## config.mk

```make
export PLATFORM = sky130hd
export DESIGN_NAME = dr_kpg_prefix_adder
export DESIGN_NICKNAME = d
export VERILOG_FILES = /design/src/rtl/dr_kpg_prefix_adder.sv
export SDC_FILE = /design/constraint.sdc
export NUM_CORES = 1
export LEC_CHECK = 0
export BUFFER_PORTS_ARGS = -buffer_cell sky130_fd_sc_hd__buf_2
export CAP_MARGIN = 20
export CORE_MARGIN = 2
export CORE_UTILIZATION = 35
export CTS_BUF_LIST = sky130_fd_sc_hd__clkbuf_2
export CTS_CLUSTER_SIZE = 28
export DETAILED_ROUTE_END_ITERATION = 10
export PLACE_DENSITY = 0.61
export RECOVER_POWER = 100
export SLEW_MARGIN = 20
export SYNTH_ARGS = -nofsm -noshare
export SYNTH_HDL_FRONTEND = slang
export SYNTH_SLANG_ARGS = --single-unit
```

## constraint.sdc

```tcl
create_clock -name clk -period 1.8 [get_ports clk]
set_input_delay 0.36 -clock clk [delete_from_list [all_inputs] [get_ports clk]]
set_output_delay 0.36 -clock clk [all_outputs]
set_load 0.005 [all_outputs]
```

## src/rtl/dr_kpg_prefix_adder.sv

```systemverilog
module dr_kpg_prefix_adder #(
  parameter int W = 8
) (
  input  logic         clk,
  input  logic         rst_n,
  input  logic         in_valid,
  output logic         in_ready,
  input  logic [W-1:0] a_one,
  input  logic [W-1:0] a_zero,
  input  logic [W-1:0] b_one,
  input  logic [W-1:0] b_zero,
  input  logic         cin_one,
  input  logic         cin_zero,
  output logic         out_valid,
  input  logic         out_ready,
  output logic [W-1:0] sum_one,
  output logic [W-1:0] sum_zero,
  output logic         cout_one,
  output logic         cout_zero
);
  localparam int LG = $clog2(W);
  localparam int NS = LG + 3;

  logic [NS-1:0] vld;
  logic [NS:0]   adv;

  assign adv[NS] = out_ready;
  genvar gi;
  generate
    for (gi = 0; gi < NS; gi++) begin : g_adv
      assign adv[gi] = !vld[gi] || adv[gi+1];
    end
  endgenerate
  assign in_ready  = adv[0];
  assign out_valid = vld[NS-1];

  always_ff @(posedge clk or negedge rst_n) begin
    if (!rst_n) vld <= '0;
    else begin
      if (adv[0]) vld[0] <= in_valid;
      for (int i = 1; i < NS; i++)
        if (adv[i]) vld[i] <= vld[i-1];
    end
  end

  // stage 0: copy operands, one set for the carry path, one for the sum path
  logic [W-1:0] ca1, ca0, cb1, cb0, sa1, sa0, sb1, sb0;
  logic         ci1_d, ci0_d;
  wire  [W-1:0] gate = {W{in_valid}};

  always_ff @(posedge clk or negedge rst_n) begin
    if (!rst_n) begin
      {ca1, ca0, cb1, cb0, sa1, sa0, sb1, sb0} <= '0;
      {ci1_d, ci0_d} <= '0;
    end else if (adv[0]) begin
      ca1 <= a_one & gate;  ca0 <= a_zero & gate;
      cb1 <= b_one & gate;  cb0 <= b_zero & gate;
      sa1 <= a_one & gate;  sa0 <= a_zero & gate;
      sb1 <= b_one & gate;  sb0 <= b_zero & gate;
      ci1_d <= cin_one & in_valid;
      ci0_d <= cin_zero & in_valid;
    end
  end

  // level arrays: index 0 is the bit-status stage, index x is prefix level x
  logic [W-1:0] kq [0:LG];
  logic [W-1:0] pq [0:LG];
  logic [W-1:0] gq [0:LG];
  logic [W-1:0] c1q[0:LG];
  logic [W-1:0] c0q[0:LG];
  logic [W-1:0] l1q[0:LG];
  logic [W-1:0] l0q[0:LG];
  logic         ci1q[0:LG];
  logic         ci0q[0:LG];

  always_ff @(posedge clk or negedge rst_n) begin
    if (!rst_n) begin
      kq[0] <= '0; pq[0] <= '0; gq[0] <= '0;
      c1q[0] <= '0; c0q[0] <= '0; l1q[0] <= '0; l0q[0] <= '0;
      ci1q[0] <= 1'b0; ci0q[0] <= 1'b0;
    end else if (adv[1]) begin
      kq[0]   <= ca0 & cb0;
      gq[0]   <= ca1 & cb1;
      pq[0]   <= (ca0 & cb1) | (ca1 & cb0);
      l1q[0]  <= (sa0 & sb1) | (sa1 & sb0);
      l0q[0]  <= (sa0 & sb0) | (sa1 & sb1);
      c1q[0]  <= '0;
      c0q[0]  <= '0;
      ci1q[0] <= ci1_d;
      ci0q[0] <= ci0_d;
    end
  end

  generate
    for (gi = 1; gi <= LG; gi++) begin : g_lvl
      localparam int SP = 1 << (gi - 1);
      logic [W-1:0] nk, np, ng, nc1, nc0;

      always_comb begin
        for (int j = 0; j < W; j++) begin
          int lo;
          lo = (j >= SP) ? j - SP : 0;
          if (j >= SP) begin
            nk[j] = kq[gi-1][j] | (pq[gi-1][j] & kq[gi-1][lo]);
            np[j] = pq[gi-1][j] & pq[gi-1][lo];
            ng[j] = gq[gi-1][j] | (pq[gi-1][j] & gq[gi-1][lo]);
          end else begin
            nk[j] = kq[gi-1][j];
            np[j] = pq[gi-1][j];
            ng[j] = gq[gi-1][j];
          end
          if (j < 2 * SP) begin
            nc1[j] = ng[j] | (np[j] & ci1q[gi-1]);
            nc0[j] = nk[j] | (np[j] & ci0q[gi-1]);
          end else begin
            nc1[j] = c1q[gi-1][j];
            nc0[j] = c0q[gi-1][j];
          end
        end
      end

      always_ff @(posedge clk or negedge rst_n) begin
        if (!rst_n) begin
          kq[gi] <= '0; pq[gi] <= '0; gq[gi] <= '0;
          c1q[gi] <= '0; c0q[gi] <= '0; l1q[gi] <= '0; l0q[gi] <= '0;
          ci1q[gi] <= 1'b0; ci0q[gi] <= 1'b0;
        end else if (adv[gi+1]) begin
          kq[gi]   <= nk;
          pq[gi]   <= np;
          gq[gi]   <= ng;
          c1q[gi]  <= nc1;
          c0q[gi]  <= nc0;
          l1q[gi]  <= l1q[gi-1];
          l0q[gi]  <= l0q[gi-1];
          ci1q[gi] <= ci1q[gi-1];
          ci0q[gi] <= ci0q[gi-1];
        end
      end
    end
  endgenerate

  // final stage: sum from exclusive-or and carry into each bit
  wire [W-1:0] cin1_v = {c1q[LG][W-2:0], ci1q[LG]};
  wire [W-1:0] cin0_v = {c0q[LG][W-2:0], ci0q[LG]};
  logic [W-1:0] s1r, s0r;
  logic         co1r, co0r;

  always_ff @(posedge clk or negedge rst_n) begin
    if (!rst_n) begin
      s1r <= '0; s0r <= '0; co1r <= 1'b0; co0r <= 1'b0;
    end else if (adv[NS-1]) begin
      s0r  <= (l0q[LG] & cin0_v) | (l1q[LG] & cin1_v);
      s1r  <= (l1q[LG] & cin0_v) | (l0q[LG] & cin1_v);
      co1r <= c1q[LG][W-1];
      co0r <= c0q[LG][W-1];
    end
  end

  assign sum_one   = s1r;
  assign sum_zero  = s0r;
  assign cout_one  = co1r;
  assign cout_zero = co0r;
endmodule

```

==> results.yml <==
outcome:
  status: "finished with violations"
  violations: "negative setup slack"
yosys:
  syn_inst: 744
  avgSynthCellArea_um2: 11.6
  syn-num-nets: 782
  ys_ff_latch: 208
  synth_cell_types: 32
  yosysSeqAreaShare_pct: 60.1
  synth_top_area_share_pct: 60.1
  post-synth-top-area-cell: "dfrtp_1"
  netlist_top_cells_area: "dfrtp_1 (60%), mux2_2 (6.6%), nand2_1 (6.4%)"
  synth_area_um2: 8650
  yosysWarnings: 0
timing:
  worst_pin_slew_ns: 0.657
  finalCritPeriodShare_pct: 118
  max_freq_ghz: 0.470
  fin_worst_skew_ns: 0.0596
  period_needed_ns: 2.13
  maxSlewViolCount: 0
  rsz0062_at_grt: "yes"
  max_slew_margin_pct: 56.2
  timing.hold.ws_ns: 0.0809
  hold_viol_final: 0
  setup_slack_ns: -0.329
  setup_viol_count_final: 2
power_and_ir_drop:
  p_leak_nw: 5.03
  p_clk_share_pct: 29.1
  intPower_mw: 7.23
  peakVddDrop_uv: 397
  seq_power_share_pct: 55.2
  switching_share_pct: 30.0
  finalPower_mw: 10.3
  p_sw_mw: 3.09
  p_per_area_nw_per_um2: 1010
  p_comb_share_pct: 15.7
floorplanning:
  dieArea_um2: 26000
  rows: 57
  ios: 58
  die_width_um: 161
  start_util_pct: 35.6
  core_um2: 24300
  die_h_um: 161
clock_tree:
  htree_levels: 2
  cts_tree: "yes"
  root_buffer: "clkbuf_2"
  clk_latency_ns: 0.80
  clk_path_buf_depth: 3
  cts.sinks: 208
  clk_pin_slew_ns: 0.11
  cts_buffers: 53
cells_and_area:
  syn_to_final_growth_pct: 17.9
  layout_commonest_cell: "dfrtp_1"
  n_antenna_cell: 0
  fillCellCount: 2381
  layout-drive-gt1-share_pct: 29.1
  utilization_pct: 42.0
  final_cell_mix: "dfrtp_1 (208), nand2_1 (147), clkbuf_2 (82)"
  multi_input_area_um2: 3060
  regArea_um2: 5200
  final_nets: 923
routing:
  routedWlPerCell_um: 13.9
  vias: 5653
  vias_per_cell: 4.54
  drtAntennaViolNets: 0
  drc: 0
  postRouteWirelength_mm: 17.3
  drtIter0Drc: 295
  first_pass_iters: 4
placement:
  hpwlAfterDp_mm: 11.7
  post-place-ws_ns: 0.0903
  routabilityCongestion: 0.730
  portBuffers: 57
grt:
  overflow: 0
  antenna_found_initial: 0
  grt_max_degree: 57
  grt_pass1_wl_mm: 29.5
  grtUsageTotal_pct: 13.9
  first_global_vias: 5741
critical_path:
  crit_chain: "nand4b_4 -> nor2_4 -> inv_1 -> buf_2"
  worst-path-max-fanout: 5
  critPathSlowestCell: "dfrtp_1"
  cp_slowest_stage_delay_ns: 0.42
  cp_data_arrival_time_ns: 1.77
  worstSetupPathType: "reg -> out"
  required_ns: 1.44
  setup.worst_path.start_class: "flop"
  worst-r2r-setup-slack_ns: 0.04
  setup.worst_path.end_class: "primary output"
run:
  cap_violations: 0
hold_path:
  min_path_type: "in -> reg"
layout make-up:
class | count | share of cell area [%]
clock inverter | 11 | 0.454
timing repair buffer | 124 | 9.20
clock buffer | 80 | 3.92
sequential | 208 | 51.0
inverter | 38 | 1.40
tap | 324 | 3.97
multi-input combinational | 460 | 30.0
cell usage after synthesis, drive strengths merged:
cell and number:
nand2b 3, o21ai 48, o211ai 2, and4b 1, a21o 6, nand3 28, mux2i 34, buf 22
a22oi 16, nand4b 1, mux2 80, o22ai 8, a21oi 42, dfrtp 208, or2 11, and2 17
a211oi 2, inv 38, nor2 9, o21a 2, nand2 147, and3 1, nand3b 1, and2b 1
clkbuf 16
worst max-delay path, delay by kind of cell (launching register included):
kind / cells / cell delay (ns)
DFF: 1 / 0.42
and+or+nand+nor: 2 / 0.35
buffers and inverters: 2 / 0.18
power by group through the flow:
stage	registers (mW)	logic, mW	clock network (mW)
detailed placement	5.81	1.55	0
floorplan	5.64	1.11	0
global placement	5.78	1.52	0
finish	5.70	1.62	3.01
CTS	5.71	1.65	3.13
global route	5.79	1.82	3.40
path summary, 6_finish.rpt:
| path | from | end | cells past startpoint |
|---|---|---|---|
| min in group asynchronous | rst_n | l0q[6]$_DFFE_PN0P_ | 3 |
| hold / removal | in_valid | sa0[6]$_DFFE_PN0P_ | 3 |
| setup / recovery | vld[4]$_DFFE_PN0P_ | in_ready | 4 |
| max in group asynchronous | rst_n | kq[13]$_DFFE_PN0P_ | 4 |
| hold reg to reg | l0q[8]$_DFFE_PN0P_ | l0q[8]$_DFFE_PN0P_ | 2 |
| setup reg to reg | vld[5]$_DFFE_PN0P_ | kq[28]$_DFFE_PN0P_ | 6 |
cell families after synthesis:
group,share of synthesized area (%)
multiplexers,15.6
flip-flops,60.1
AND/OR/NAND/NOR,11.4
buffers and inverters,4.67
AO/OA/AOI/OAI,8.21
routing by layer:
| metal | vias up | GRT usage (%) | share of wire [%] |
|---|---|---|---|
| li1 | 2820 | - | - |
| met1 | 2695 | 21.1 | 52 |
| met2 | 117 | 19.7 | 42 |
| met3 | 21 | 3.11 | 4.2 |
| met4 | 0 | 4.79 | 1.4 |
| met5 | - | 0 | 0 |
sequential cells by signal, summed over array words and instances, names as in the netlist:
signal / count
l0q: 32
l1q: 30
gq: 17
kq: 17
pq: 10
c0q: 8
c1q: 8
sa0: 8
sa1: 8
sb0: 8
sb1: 8
sum_one: 8
sum_zero: 8
g_lvl.ng: 7
g_lvl.nk: 7
g_lvl.np: 6
vld: 6
ci0q: 4
ci1q: 4
ci0_d: 1
ci1_d: 1
cout_one: 1
cout_zero: 1
stage by stage:
stage	TNS [ns]	instance area, µm²	std cells
floorplan	0	8650	744
global placement	0	9370	1110
detailed placement	0	9370	1110
CTS	-0.552	10200	1244
global route	-1.12	10200	1245
finish	-0.500	10200	1245
what timing repair did:
item | 4_1_cts | 5_1_grt
setup endpoints to repair | 2 | 2
endpoints found under the hold margin | 242 | 0
buffers inserted | 5 | 1
hold buffers | 38 | 0
gates resized for setup | 1 | 3
pin swaps | 1 | 1
Power figures use the tool's default switching activity.
